## src/rtl/dseq_pkg.sv

```systemverilog
package dseq_pkg;

  // Sequencer state, advanced on rising edges.
  typedef enum logic [1:0] {
    ST_IDLE = 2'd0,
    ST_ACC  = 2'd1,
    ST_REF  = 2'd2
  } seq_st_t;

  // Address-mux phase code presented on mux_phase.
  typedef enum logic [1:0] {
    MUX_ROW = 2'd0,
    MUX_COL = 2'd1,
    MUX_REF = 2'd2
  } mux_t;

endpackage

```

## src/rtl/dseq_prech.sv

```systemverilog
// Counts rising edges with the row strobe high and reports whether the
// selected minimum precharge interval has elapsed.
module dseq_prech #(
  parameter int PRE_LONG  = 4,
  parameter int PRE_SHORT = 3,
  parameter int PW        = 3
) (
  input  logic          clk,
  input  logic          rst,
  input  logic          pre_sel,
  input  logic          ras_n,
  input  logic          ras_start,
  input  logic          ras_stop,
  output logic          pc_ok,
  output logic [PW-1:0] pc_cnt
);

  localparam logic [PW-1:0] LONG_T  = PW'(PRE_LONG);
  localparam logic [PW-1:0] SHORT_T = PW'(PRE_SHORT);
  localparam logic [PW-1:0] ONE_T   = PW'(1);

  always_ff @(posedge clk) begin
    if (rst) begin
      pc_cnt <= LONG_T;              // precharge counts as satisfied
    end else if (ras_stop) begin
      pc_cnt <= ONE_T;               // release edge is the first high cycle
    end else if (ras_start) begin
      pc_cnt <= '0;
    end else if (ras_n && (pc_cnt != LONG_T)) begin
      pc_cnt <= pc_cnt + ONE_T;
    end
  end

  assign pc_ok = (pc_cnt >= (pre_sel ? SHORT_T : LONG_T));

endmodule

```

## src/rtl/dseq_fall.sv

```systemverilog
// Falling-edge registers: refresh acceptance, half-cycle column select and
// the column strobe that lands 1.5 cycles after the row strobe.
module dseq_fall
  import dseq_pkg::*;
(
  input  logic    clk,
  input  logic    rst,
  input  seq_st_t st,
  input  logic    col_due,
  input  logic    pc_ok,
  input  logic    rfsh_pend,
  output logic    rf_arm,
  output logic    col_half,
  output logic    cas_q
);

  always_ff @(negedge clk) begin
    if (rst) begin
      rf_arm   <= 1'b0;
      col_half <= 1'b0;
      cas_q    <= 1'b0;
    end else begin
      rf_arm   <= (st == ST_IDLE) && pc_ok && rfsh_pend;
      col_half <= (st == ST_ACC);
      cas_q    <= (st == ST_ACC) && col_due;
    end
  end

endmodule

```

## src/rtl/dseq_core.sv

```systemverilog
// Rising-edge sequencer: arbitration result, row strobe, grant and acknowledge.
module dseq_core
  import dseq_pkg::*;
#(
  parameter int RAS_CYC = 4,
  parameter int ACK_CYC = 4,
  parameter int TC_SAT  = 5,
  parameter int CW      = 3
) (
  input  logic          clk,
  input  logic          rst,
  input  logic          req_n,
  input  logic          page_n,
  input  logic          pc_ok,
  input  logic          rf_arm,
  output seq_st_t       st,
  output logic [CW-1:0] tcnt,
  output logic          ras_n,
  output logic          grant,
  output logic          ack_oe,
  output logic          ack_val,
  output logic          rfsh_done,
  output logic          ras_start,
  output logic          ras_stop
);

  localparam logic [CW-1:0] RAS_T = CW'(RAS_CYC);
  localparam logic [CW-1:0] ACK_T = CW'(ACK_CYC);
  localparam logic [CW-1:0] SAT_T = CW'(TC_SAT);
  localparam logic [CW-1:0] ONE_T = CW'(1);

  seq_st_t       st_nx;
  logic [CW-1:0] tc_nx;
  logic          ras_nx, gnt_nx, oe_nx, ack_nx, done_nx;

  always_comb begin
    st_nx     = st;
    tc_nx     = tcnt;
    ras_nx    = ras_n;
    gnt_nx    = grant;
    oe_nx     = ack_oe;
    ack_nx    = ack_val;
    done_nx   = 1'b0;
    ras_start = 1'b0;
    ras_stop  = 1'b0;
    unique case (st)
      ST_IDLE: begin
        if (rf_arm) begin
          // refresh was seen on the preceding falling edge: it wins
          st_nx     = ST_REF;
          ras_nx    = 1'b0;
          tc_nx     = ONE_T;
          ras_start = 1'b1;
        end else if (pc_ok && !req_n) begin
          st_nx     = ST_ACC;
          ras_nx    = 1'b0;
          gnt_nx    = 1'b1;
          oe_nx     = 1'b1;
          ack_nx    = 1'b1;
          tc_nx     = ONE_T;
          ras_start = 1'b1;
        end
      end
      ST_ACC: begin
        if (req_n) begin
          st_nx  = ST_IDLE;
          gnt_nx = 1'b0;
          oe_nx  = 1'b0;
          ack_nx = 1'b1;
          if (!ras_n) begin
            ras_nx   = 1'b1;
            ras_stop = 1'b1;
          end
        end else begin
          if (tcnt != SAT_T) tc_nx = tcnt + ONE_T;
          if (tcnt == ACK_T) ack_nx = 1'b0;
          if (!ras_n && (tcnt >= RAS_T) && page_n) begin
            ras_nx   = 1'b1;
            ras_stop = 1'b1;
          end
        end
      end
      ST_REF: begin
        if (tcnt != SAT_T) tc_nx = tcnt + ONE_T;
        if (tcnt == RAS_T) begin
          st_nx    = ST_IDLE;
          ras_nx   = 1'b1;
          ras_stop = 1'b1;
          done_nx  = 1'b1;
        end
      end
      default: st_nx = ST_IDLE;
    endcase
  end

  always_ff @(posedge clk) begin
    if (rst) begin
      st        <= ST_IDLE;
      tcnt      <= '0;
      ras_n     <= 1'b1;
      grant     <= 1'b0;
      ack_oe    <= 1'b0;
      ack_val   <= 1'b1;
      rfsh_done <= 1'b0;
    end else begin
      st        <= st_nx;
      tcnt      <= tc_nx;
      ras_n     <= ras_nx;
      grant     <= gnt_nx;
      ack_oe    <= oe_nx;
      ack_val   <= ack_nx;
      rfsh_done <= done_nx;
    end
  end

  // grant stays low for the whole refresh
  a_r4_no_grant_in_refresh: assert property (@(posedge clk) disable iff (rst)
    (st == ST_REF) |-> !grant);

  // while the request is held, the row strobe never ends before its pulse length
  a_r5_ras_min_width: assert property (@(posedge clk) disable iff (rst)
    ($rose(ras_n) && ($past(st) == ST_ACC) && !$past(req_n)) |-> ($past(tcnt) >= RAS_T));

  // acknowledge is only driven low while enabled
  a_r9_ack_needs_enable: assert property (@(posedge clk) disable iff (rst)
    !ack_val |-> ack_oe);

  // done is a single-cycle pulse
  a_r10_done_one_cycle: assert property (@(posedge clk) disable iff (rst)
    rfsh_done |=> !rfsh_done);

endmodule

```

## src/rtl/dram_seq.sv

```systemverilog
module dram_seq
  import dseq_pkg::*;
#(
  parameter int RAS_CYC   = 4,
  parameter int ACK_CYC   = 4,
  parameter int PRE_LONG  = 4,
  parameter int PRE_SHORT = 3
) (
  input  logic       clk,
  input  logic       rst,
  input  logic       req_n,
  input  logic       page_n,
  input  logic       pre_sel,
  input  logic       row_hold_sel,
  input  logic       rfsh_pend,
  output logic       ras_n,
  output logic       cas_n,
  output logic       grant,
  output logic       ack_val,
  output logic       ack_oe,
  output logic [1:0] mux_phase,
  output logic       rfsh_done
);

  localparam int TC_SAT = ((RAS_CYC > ACK_CYC) ? RAS_CYC : ACK_CYC) + 1;
  localparam int CW     = $clog2(TC_SAT + 1);
  localparam int PW     = $clog2(PRE_LONG + 1);
  // count value seen one full rising edge after the row strobe fell
  localparam logic [CW-1:0] COL_T = CW'(2);

  seq_st_t       st;
  logic [CW-1:0] tcnt;
  logic [PW-1:0] pc_cnt;
  logic          pc_ok, rf_arm, col_half, cas_q, col_due;
  logic          ras_start, ras_stop;

  assign col_due = (tcnt >= COL_T);

  dseq_core #(
    .RAS_CYC(RAS_CYC), .ACK_CYC(ACK_CYC), .TC_SAT(TC_SAT), .CW(CW)
  ) u_core (
    .clk(clk), .rst(rst), .req_n(req_n), .page_n(page_n),
    .pc_ok(pc_ok), .rf_arm(rf_arm), .st(st), .tcnt(tcnt),
    .ras_n(ras_n), .grant(grant), .ack_oe(ack_oe), .ack_val(ack_val),
    .rfsh_done(rfsh_done), .ras_start(ras_start), .ras_stop(ras_stop)
  );

  dseq_prech #(
    .PRE_LONG(PRE_LONG), .PRE_SHORT(PRE_SHORT), .PW(PW)
  ) u_prech (
    .clk(clk), .rst(rst), .pre_sel(pre_sel), .ras_n(ras_n),
    .ras_start(ras_start), .ras_stop(ras_stop),
    .pc_ok(pc_ok), .pc_cnt(pc_cnt)
  );

  dseq_fall u_fall (
    .clk(clk), .rst(rst), .st(st), .col_due(col_due), .pc_ok(pc_ok),
    .rfsh_pend(rfsh_pend), .rf_arm(rf_arm), .col_half(col_half), .cas_q(cas_q)
  );

  assign cas_n = !(cas_q && (st == ST_ACC));

  always_comb begin
    if ((st == ST_REF) || rf_arm)
      mux_phase = MUX_REF;
    else if ((st == ST_ACC) && (row_hold_sel ? col_half : col_due))
      mux_phase = MUX_COL;
    else
      mux_phase = MUX_ROW;
  end

  // every row-strobe assertion follows a full precharge interval
  a_r2_precharge_met: assert property (@(posedge clk) disable iff (rst)
    $fell(ras_n) |-> ($past(pc_cnt) >= ($past(pre_sel) ? PW'(PRE_SHORT) : PW'(PRE_LONG))));

  // the column strobe stays high during a refresh
  a_r10_no_cas_in_refresh: assert property (@(posedge clk) disable iff (rst)
    (st == ST_REF) |-> cas_n);

endmodule

```

## config.mk

```make
export PLATFORM = sky130hd
export DESIGN_NAME = dram_seq
export DESIGN_NICKNAME = d
export VERILOG_FILES = /design/src/rtl/dseq_pkg.sv /design/src/rtl/dseq_prech.sv /design/src/rtl/dseq_fall.sv /design/src/rtl/dseq_core.sv /design/src/rtl/dram_seq.sv
export SDC_FILE = /design/constraint.sdc
export NUM_CORES = 1
export LEC_CHECK = 0
export BUFFER_PORTS_ARGS = -buffer_cell sky130_fd_sc_hd__buf_2
export CORE_MARGIN = 2
export CORE_UTILIZATION = 45
export CTS_CLUSTER_SIZE = 16
export DETAILED_ROUTE_END_ITERATION = 16
export GPL_TIMING_DRIVEN = 0
export MAX_ROUTING_LAYER = met4
export PLACE_DENSITY = 0.76
export RECOVER_POWER = 100
export SKIP_CTS_REPAIR_TIMING = 1
export SLEW_MARGIN = 20
export SYNTH_ARGS = -nofsm -noshare
export SYNTH_HDL_FRONTEND = slang
export SYNTH_SLANG_ARGS = --single-unit
```

## constraint.sdc

```tcl
create_clock -name clk -period 5.5 [get_ports clk]
set_input_delay 1.375 -clock clk [delete_from_list [all_inputs] [get_ports clk]]
set_output_delay 1.375 -clock clk [all_outputs]
set_load 0.01 [all_outputs]
```

==> run metrics <==
Syn Area/Cell 8.40 sq um; CTS Root Buffer Type clkbuf_4; nets@finish 155; Worst Path Buf+Inv 1; clock transition at the registers of the reported paths 100 ps; post-synth top area cell dfxtp_1; crit path max fanout 4; clk sink count 15; Layout area overhead 12.8%; via/cell ratio 5.52; status finished clean; IO Pins 15; total negative setup slack 0 ps; synth top area cells dfxtp_1 31%, ha_1 15%, a21oi_1 5.6%, inv_1 4.6%, nor3_1 4.1%; vias in the first global route 817; combinational group share of total power 0.434; R2R cell count 5; DIE AREA ~2600 sq um; placer congestion estimate 0.805; FF+latch count, synth 15; Final setup violation count 0; Routed WL per cell 12.3 um; Post-Route WL 1990 um; share of the synthesized area in the top cell type 0.308; DRC 0; Internal Power 295 uW; Net Sw Power 197 uW; RSZ-0062 raised after global routing false; Die Wd between 50 and 60 um; Max Buffers Root-to-Sink 2; Slew Viols, Final 0; vias roughly 900; max_slew headroom 0.706; Placement Setup Slack about 180 ps; Critical Path RT ~4100 ps; Switching Share 0.400; CP endpoint kind primary output; Cell Rows 16; share of power burned in registers 0.315; Slew @ Worst Pin 441 ps; H-tree depth 1; post-route cell area around 1100 sq um; Setup crit end mux_phase[0]; Critical path origin u_fall.rf_arm; Pleak a little under 0.0005 uW; dpl hpwl 1550 um; Syn Nets 135; # diodes 0; cell at the slowest stage of the critical path dfxtp_1; sequential area share after synthesis 0.308; worst vdd ir 0.194 mV; Finished Core Util 0.549; Cells after Synth between 100 and 150; worst reg2reg setup slack 1200 ps; CTS Buf Count 3; DP Area 1070 sq um; Final Skew between 60 and 70 ps; initial antenna violation count 0; initial core utilization 0.487; Slowest Stage Delay on Critical Path 330 ps; Critical R2R Launch u_fall.rf_arm; ratio of cells with drive above 1 in the final layout 0.0963; IO buf count 13; Skew-Pair Late Insertion Delay 360 ps; worst reg2reg path endpoint u_core.tcnt[1]; Critical Path Stages 3; Mapped Area 975 sq um; HP Class reg -> reg; Clock power frac 0.251; maxcap violations 0; Yosys cell types 38; CORE AREA 2000 sq um; Routed Antenna Nets 0; synth warn 0; PD cells 447 nW/um^2; startpoint types register; Overall Global Routing Usage 0.180; largest net degree at the start of global routing 11; final-report hold violation count 0; die height 50.5 um; Data arrival, critical path between 4000 and 5000 ps; first-pass GRT wire length ~3400 um; TritonCTS clock tree yes; Setup CP Type reg -> out; crit-path leading delay family simple AND/OR/NAND/NOR gates; Initial DRC Count 11; Worst Hold Launch u_core.grant; CP Cell Sequence or2_2, nor3_1, clkbuf_2; gr ovfl total 0; setup ws final 81.3 ps; Fillers 202; number of detailed-route iterations in the first pass 4
==> kinds of logic after synthesis <==
| group | after synthesis | share of synthesized area |
|---|---|---|
| compound gates | 28 | 0.213 |
| simple gates | 42 | 0.229 |
| mux | 2 | 0.0205 |
| buf+inv | 16 | 0.0667 |
| fa+ha+maj | 12 | 0.154 |
| flops | 15 | 0.308 |
| xor+xnor | 1 | 0.00899 |
==> power by group through the flow <==
| stage | combinational, uW | clock, uW | sequential [uW] |
|---|---|---|---|
| after floorplan | 177 | 4.54 | 154 |
| after global placement | 219 | 4.54 | 156 |
| after detailed placement | 226 | 4.54 | 157 |
| after CTS | 227 | 124 | 155 |
| after global routing | 244 | 129 | 159 |
| final | 214 | 123 | 155 |
==> worst reg2reg max path, stage by stage (launching register included) <==
cell and delay, ps:
dfxtp_1 370, nor2b_1 110, a2111oi_0 310, a21oi_1 150
or3b_1 370, a21oi_1 140
==> state kept, by name (all words and copies together) (netlist names) <==
signal and count:
u_core.st 2, u_core.grant 1, u_fall.cas_q 1, u_core.ras_n 1
u_prech.pc_cnt 3, u_fall.rf_arm 1, u_core.ack_val 1, u_core.rfsh_done 1
u_fall.col_half 1, u_core.tcnt 3
==> synth_stat cells (all sizes together) <==
cell / number
dfxtp: 15
a21oi: 12
ha: 12
inv: 12
nand2: 10
nor2: 10
nor3: 8
clkbuf: 3
a21o: 2
a31oi: 2
mux2i: 2
nand2b: 2
nand3b: 2
or3b: 2
a2111oi: 1
a211oi: 1
a21boi: 1
a311o: 1
a31o: 1
a41oi: 1
and2: 1
and3: 1
and4: 1
and4b: 1
buf: 1
nand4: 1
nor2b: 1
nor3b: 1
o2111ai: 1
o21a: 1
o21ai: 1
o221ai: 1
o31a: 1
o31ai: 1
or2: 1
xnor2: 1
==> final cells by class <==
class	instances	area, sq um	area share
plain buffers	4	20.0	0.0182
clock buffers	3	22.5	0.0205
clock inverters	4	41.3	0.0375
inverters	11	41.3	0.0375
multi-input cells	85	587	0.534
flip-flops and latches	15	300	0.273
well taps	27	33.8	0.0307
repair buffers	13	53.8	0.0489
==> layout by cell type (no fill, tap or decap), drive strengths merged, types with 2 or more instances in the layout <==
cell type | netlist | layout
buf | 1 | 4
a21oi | 12 | 12
a31oi | 2 | 2
nor2 | 10 | 10
nand2 | 10 | 10
nand2b | 2 | 2
ha | 12 | 12
a21o | 2 | 2
inv | 12 | 14
or3b | 2 | 2
nand3b | 2 | 2
dfxtp | 15 | 15
mux2i | 2 | 2
clkbuf | 3 | 16
nor3 | 8 | 8
==> worst min path at each step <==
stage	endpoint	slack, ps	cells past startpoint
3_5_place_dp	u_core.grant	490	1
4_1_cts	u_core.grant	510	1
6_report	u_core.grant	500	1
5_1_grt	u_core.grant	540	1
3_3_place_gp	u_core.grant	480	1
2_1_floorplan	u_core.tcnt[1]	500	2
==> per-stage QoR <==
step	std cells	hold WS, ps	total power, uW
after floorplan	116	497	336
after global placement	156	480	379
after detailed placement	156	486	388
after CTS	162	510	506
after global routing	162	544	532
final	162	503	492
==> per-layer routing <==
metal,GRT usage,part of all wire
met1,0.214,0.46
met3,0.0327,0.041
met5,-,0
met4,0.0901,0.023
met2,0.294,0.47
Note: power is estimated with default switching activity, not from simulation.
